**config.mk**
```make
export PLATFORM = sky130hd
export DESIGN_NAME = symclk_nco
export DESIGN_NICKNAME = d
export VERILOG_FILES = /design/src/rtl/symclk_nco.sv
export SDC_FILE = /design/constraint.sdc
export NUM_CORES = 1
export LEC_CHECK = 0
export BUFFER_PORTS_ARGS = -buffer_cell sky130_fd_sc_hd__buf_2
export CELL_PAD_IN_SITES_DETAIL_PLACEMENT = 1
export CELL_PAD_IN_SITES_GLOBAL_PLACEMENT = 2
export CORE_MARGIN = 4
export CORE_UTILIZATION = 46
export DETAILED_ROUTE_END_ITERATION = 7
export PLACE_DENSITY = 0.89
export SLEW_MARGIN = 20
export SYNTH_ARGS = -nofsm -noshare
export SYNTH_HDL_FRONTEND = slang
export SYNTH_SLANG_ARGS = --single-unit
```
**constraint.sdc**
```tcl
create_clock -name clk -period 24.1 [get_ports clk]
set_input_delay 4.82 -clock clk [delete_from_list [all_inputs] [get_ports clk]]
set_output_delay 4.82 -clock clk [all_outputs]
set_load 0.02 [all_outputs]
```
**src/rtl/symclk_nco.sv**
```systemverilog
module symclk_nco #(
  parameter int W = 16,
  parameter int N = 4
) (
  input  logic                clk,
  input  logic                rst,
  input  logic                in_valid,
  input  logic signed [W-1:0] ctrl_word,
  output logic                strobe,
  output logic [W-1:0]        frac
);
  localparam int PW = 2*W + 8;
  localparam int NOMI = (1 << W) / N;
  localparam logic signed [W+2:0] NOM  = (W+3)'(NOMI);
  localparam logic signed [W+2:0] SMIN = (W+3)'(NOMI / 2);
  localparam logic signed [W+2:0] SMAX = (W+3)'(2 * NOMI);

  logic [W-1:0]        phase;
  logic signed [W+2:0] raw;
  logic [W:0]          step;
  logic                uflow;
  logic [PW-1:0]       scaled, recip, prod;
  logic [W-1:0]        mu;

  assign raw   = NOM + {{3{ctrl_word[W-1]}}, ctrl_word};
  assign step  = (raw < SMIN) ? SMIN[W:0] : (raw > SMAX) ? SMAX[W:0] : raw[W:0];
  assign uflow = {1'b0, phase} < step;

  assign scaled = PW'(step) * PW'(N);
  assign recip  = (PW'(2) << W) - scaled;
  assign prod   = ((PW'(phase) * PW'(N)) * recip) >> W;
  assign mu     = (prod >= (PW'(1) << W)) ? '1 : prod[W-1:0];

  always_ff @(posedge clk) begin
    if (rst) begin
      phase  <= {1'b1, {(W-1){1'b0}}};
      strobe <= 1'b0;
      frac   <= '0;
    end else if (in_valid) begin
      phase  <= phase - step[W-1:0];
      strobe <= uflow;
      if (uflow) frac <= mu;
    end
  end
endmodule


```
==> results of run 1 <==
-- worst max-delay path: cells and delay by family --
kind	cells	cell delay, ps
adder cells (fa/ha/maj)	8	3670
AND/OR/NAND/NOR	10	2710
AO/OA/AOI/OAI	8	2060
buffers and inverters	9	1200
multiplexers	1	150
-- synth_stat cells, types with 3 or more instances --
| master | instances |
|---|---|
| nand3b_1 | 3 |
| nand2_1 | 150 |
| o211ai_1 | 4 |
| a21oi_1 | 40 |
| a31oi_1 | 4 |
| nand2b_1 | 17 |
| a21o_1 | 25 |
| dfxtp_1 | 33 |
| a211oi_1 | 8 |
| nor2b_1 | 28 |
| inv_1 | 276 |
| nand4_1 | 4 |
| or2_2 | 3 |
| mux2i_1 | 13 |
| o21ai_0 | 16 |
| buf_2 | 3 |
| o21a_1 | 9 |
| a211oi_2 | 10 |
| nor2_1 | 59 |
| and4_1 | 3 |
| ha_1 | 94 |
| o21bai_1 | 5 |
| nor3_1 | 9 |
| and2_1 | 114 |
| and3_1 | 53 |
| xnor2_1 | 32 |
| fa_1 | 294 |
| nand3_1 | 16 |
| clkbuf_1 | 54 |
| xor2_1 | 18 |
-- sequential cells by signal, indices dropped and copies added, names as in the netlist --
signal / cells
phase: 16
frac: 16
strobe: 1
-- routing by layer --
metal  routed length (um)  up-vias
met2                20350      233
met1                17220     5353
met3                 1709       58
met5                    0        -
li1                     -     4481
met4                 1081        0
-- metrics by stage --
stage                     area (um^2)  hold WS [ps]  cells  utilization, %
after CTS                       13960         504.4   1834           49.96
after global placement          13780         466.9   1826           49.35
after detailed placement        13780         488.7   1826           49.35
after floorplan                 13130         564.1   1446               -
final                           13960         496.5   1835           49.97
after global routing            13960         542.3   1834           49.96
-- path summary, 6_finish.rpt --
path | slack [ps] | end | start
max | 9590 | frac[0]$_SDFFE_PP0P_ | ctrl_word[2]
min | 500 | strobe$_SDFFE_PP0P_ | strobe$_SDFFE_PP0P_
max reg2reg | 16140 | frac[0]$_SDFFE_PP0P_ | phase[6]$_SDFFE_PP0P_
min reg2reg | 500 | strobe$_SDFFE_PP0P_ | strobe$_SDFFE_PP0P_
-- cell families (layout without fill, tap and decap cells) --
| group | after synthesis | in the layout | synth area share (%) |
|---|---|---|---|
| AOI/OAI and AO/OA | 150 | 150 | 8.283 |
| xor gates and xnor gates | 51 | 51 | 3.460 |
| adders and majority gates | 388 | 388 | 53.79 |
| buffers and inverters | 338 | 348 | 9.807 |
| DFF | 33 | 33 | 5.032 |
| muxes | 13 | 13 | 0.9912 |
| other | 0 | 1 | 0 |
| and+or+nand+nor | 473 | 473 | 18.63 |
-- area by class of cell --
type | count | share of cell area, %
diodes | 1 | 0.01793
clock buffers | 5 | 0.8964
clock inverters | 3 | 0.3317
inverters | 277 | 7.449
multi-input cells | 1075 | 80.42
flip-flops and latches | 33 | 4.733
well taps | 378 | 3.388
repair buffers | 63 | 2.761
==> results.tsv, run 1 <==
stage	metric	value	unit
outcome	outcome	complete, no violations	
cells_and_area	nNetsFinal	1862	
logic_synthesis	ys_warn_count	0	
critical_path	slowest_delay	770	ps
global_route	grt_pass1_wl	64.73	mm
sta	period_share	60.22	%
critical_path	crit_path_frequent_cell	fa_1	
logic_synthesis	synth-main-ff-cell	dfxtp_1	
clock_network	clockBufferDepth	2	
critical_path	start_kind	input pin	
logic_synthesis	yosysTopAreaCell	fa_1	
critical_path	cp_slowest_cell	and4_1	
floorplanning	die_w	176.9	um
logic_synthesis	synth_edf_count	0	
cells_and_area	area_delta_synth_final	6.329	%
logic_synthesis	synth.distinct_cells	68	
global_route	grt_util_met2	46.64	%
cells_and_area	drive_gt1_share	7.143	%
detailed_routing	vias_per_cell	5.518	
sta	slew_headroom	27.71	%
global_route	grt-busiest-layer	met2	
global_route	antenna_found_initial	0	
cells_and_area	multi_input_area	11230	um^2
placement	place.gp.congestion	0.8930	
critical_path	crit_arrival	14640	ps
global_route	grt_usage	26.68	%
sta	rsz0062_at_grt	no	
critical_path	end_kind	flip-flop	
sta	tightest_slew	1083	ps
sta	hold_viol_final	0	
floorplanning	die_h	176.9	um
cells_and_area	seqCellArea	660.6	um^2
detailed_routing	antenna_left	0	
sta	finalWorstSetupSlack	9587	ps
logic_synthesis	synthTopCellsByArea	fa_1 45%, ha_1 9.0%, inv_1 7.9%, and2_1 5.4%, dfxtp_1 5.0%	
placement	dp_slack	9383	ps
cells_and_area	layout_commonest_cell	fa_1	
global_route	use_met1	35.75	%
sta	finalCriticalPeriod	14510	ps
clock_network	cts_sinks	33	
sta	skew	3.184	ps
global_route	grt_max_degree	60	
clock_network	clkLatencyLatePin	280	ps
job	cap_violations	0	
hold_path	hp-class	reg -> reg	
clock_network	h-tree-depth	2	
critical_path	required	24220	ps
critical_path	reg2reg_depth	21	
cells_and_area	fillers	3318	
clock_network	cts_buffers	5	
clock_network	hold_buffers	0	
logic_synthesis	syn-mean-instance-area	9.079	um^2
detailed_routing	wl_per_cell	22.00	um
floorplanning	core_area	27930	um^2
critical_path	cp_max_fo	59	
clock_network	cts_tree	yes	
global_route	grt-ovfl-total	0	
placement	dp_hpwl	32.84	mm
detailed_routing	drtPass1Iterations	5	
floorplanning	io_pins	36	
logic_synthesis	synth_area	13130	um^2
logic_synthesis	synth-seq-cells	33	
floorplanning	rows	61	
global_route	use_met3	2.927	%
detailed_routing	routed_wl	40.37	mm
sta	tns	0	ps
detailed_routing	first_iter_violations	550	
sta	max_freq	68.91	MHz
logic_synthesis	async_reset_ff_share	0	%
detailed_routing	vias	10130	
logic_synthesis	synth_top_area_share	44.83	%
sta	setup_viol	0	
clock_network	cts_root_buf	clkbuf_16	
clock_network	post_cts_buffers	0	
logic_synthesis	yosysSeqAreaShare	5.032	%
sta	slew_viol_final	0	
hold_path	whs_path_depth	2	
detailed_routing	drc_errors	0	
logic_synthesis	synth_nets	1853	
placement	io_buffers	35	
cells_and_area	final_cell_mix	294 x fa_1, 276 x inv_1, 150 x nand2_1	
critical_path	worstSetupPathType	in -> reg	
clock_network	post_cts_resized	0	
floorplanning	dieArea	31300	um^2
global_route	grt_pass1_vias	11670	
clock_network	clkSlewWorstSetupHoldPaths	60	ps
floorplanning	start_util	46.99	%
logic_synthesis	syn_inst	1446	
Power of run 1 is left out: the tool's default activity adds up to more than one toggle a clock period on the data nets, which glitch-free logic cannot reach.
==> inputs of run 2 (changes only) <==
CORE_UTILIZATION = 38   (was 46)
PLACE_DENSITY = 0.79   (was 0.89)
clock period = 12 ns   (was 24.1 ns; I/O delays follow)
==> run 2 against run 1 <==
Critical path depth down 5. Utilization down 8.5 points. Setup slack worse by 8800 ps. Via count down 2.5%. Flip-flop and latch count unchanged. Clock-buffer cell count up 2. Sequential share of layout area about the same. Hold slack about the same.
==> results.tsv, run 2 (synthesis results as in run 1) <==
stage	metric	value	unit	change
outcome	outcome	complete, no violations		
clock_network	clkLatencyLatePin	280	ps	about the same
clock_network	clkSlewWorstSetupHoldPaths	50	ps	about the same
cells_and_area	layout_commonest_cell	fa_1		
sta	finalWorstSetupSlack	786.6	ps	-8801 ps
cells_and_area	final_util	41.46	%	-8.5 points
clock_network	cts_tree	yes		
clock_network	h-tree-depth	2		unchanged
global_route	grt_usage	21.34	%	-5.3 points
critical_path	start_kind	input pin		
cells_and_area	final_cell_mix	294 x fa_1, 276 x inv_1, 150 x nand2_1		
global_route	grt-ovfl-total	0		unchanged
global_route	grt_pass1_vias	11220		-3.8%
cells_and_area	top_regs	frac x16, phase x16, strobe x1		
critical_path	crit_path_frequent_cell	fa_1		
placement	dp_hpwl	32.01	mm	-2.5%
detailed_routing	routed_wl	39.29	mm	-2.7%
sta	skew	4.858	ps	+1.674 ps
job	cap_violations	0		unchanged
clock_network	post_cts_buffers	0		unchanged
placement	place.gp.congestion	0.8840		-1.0%
global_route	antenna_found_initial	0		unchanged
cells_and_area	drive_gt1_share	6.927	%	-0.22 points
sta	finalCriticalPeriod	11210	ps	
critical_path	critPathTopFamily	adder cells		
clock_network	post_cts_resized	0		unchanged
cells_and_area	fin_area	14010	um^2	+0.34%
placement	io_buffers	35		unchanged
sta	tns	0	ps	unchanged
hold_path	hp-class	reg -> reg		
critical_path	cp_num_buf_inv	4		-5
hold_path	whs_path_depth	2		unchanged
detailed_routing	vias_per_cell	5.180		-6.1%
sta	rsz0062_at_grt	no		
clock_network	hold_buffers	0		unchanged
floorplanning	core_area	33780	um^2	+21%
floorplanning	dieArea	37580	um^2	+20%
floorplanning	rows	67		+9.8%
critical_path	reg2reg_depth	24		+14%
clock_network	clockBufferDepth	2		unchanged
clock_network	cts_buffers	5		unchanged
sta	max_freq	89.18	MHz	
global_route	grt_pass1_wl	64.16	mm	-0.88%
critical_path	end_kind	flip-flop		
floorplanning	die_w	193.9	um	+9.6%
sta	tightest_slew	1081	ps	-1.737 ps
critical_path	cp_slowest_cell	fa_1		
detailed_routing	vias	9874		-2.5%
sta	slew_viol_final	0		unchanged
cells_and_area	num_antenna_cells	0		-1
placement	dp_slack	509.3	ps	-8874 ps
global_route	grt_max_degree	58		-3.3%
detailed_routing	drtPass1Iterations	5		unchanged
detailed_routing	antenna_left	0		unchanged
clock_network	cts_root_buf	clkbuf_16		
critical_path	crit_arrival	11340	ps	-3300 ps
sta	setup_viol	0		unchanged
critical_path	required	12120	ps	-12100 ps
sta	period_share	93.44	%	
placement	placed_area	13860	um^2	+0.57%
critical_path	worstSetupPathType	in -> reg		
sta	hold_viol_final	0		unchanged
detailed_routing	drc_errors	0		unchanged
sta	slew_headroom	27.83	%	+0.12 points
floorplanning	die_h	193.9	um	+9.6%
floorplanning	io_pins	36		unchanged
detailed_routing	first_iter_violations	443		-19%
critical_path	worst-path-stages	31		-14%
critical_path	slowest_delay	540	ps	-230 ps
clock_network	cts_sinks	33		unchanged
cells_and_area	area_delta_synth_final	6.691	%	
critical_path	cp_max_fo	16		-73%
floorplanning	start_util	38.86	%	-8.1 points
detailed_routing	wl_per_cell	20.61	um	-6.3%
cells_and_area	nNetsFinal	1865		+0.16%
==> run 2: per-stage QoR <==
step | std cells | hold WS (ps)
after global placement | 1899 | 474.9
after global routing | 1906 | 531.3
after CTS | 1906 | 506.0
final | 1906 | 496.0
after floorplan | 1446 | 564.1
after detailed placement | 1899 | 488.7
==> run 2: layout make-up <==
| type | count | area (um^2) |
|---|---|---|
| Fill cell | 3940 | 19780 |
| Tap cell | 448 | 560.5 |
| Multi-Input combinational cell | 1075 | 11190 |
| Sequential cell | 33 | 661.9 |
| Clock buffer | 7 | 142.6 |
| Inverter | 277 | 1040 |
| Timing Repair Buffer | 66 | 407.9 |
==> run 2: path summary, 6_finish.rpt <==
kind                              start               endpoint  slack, ps
setup / recovery           ctrl_word[2]  frac[15]$_SDFFE_PP0P_        790
hold reg to reg     strobe$_SDFFE_PP0P_    strobe$_SDFFE_PP0P_        500
setup reg to reg  phase[5]$_SDFFE_PP0P_  frac[15]$_SDFFE_PP0P_       4590
hold / removal      strobe$_SDFFE_PP0P_    strobe$_SDFFE_PP0P_        500
==> run 2: routing by layer <==
layer	global-route usage [%]	part of all wire [%]
met1	31.27	48
met2	35.93	48
met3	1.199	2.6
met4	3.385	1.7
met5	0	0
==> run 2: tightest hold or removal path, cell delays in order (launching register included) <==
cell     delay [ps]
dfxtp_1         320
a21oi_1          70
nor2_1           70
Power of run 2 is left out for the same reason.
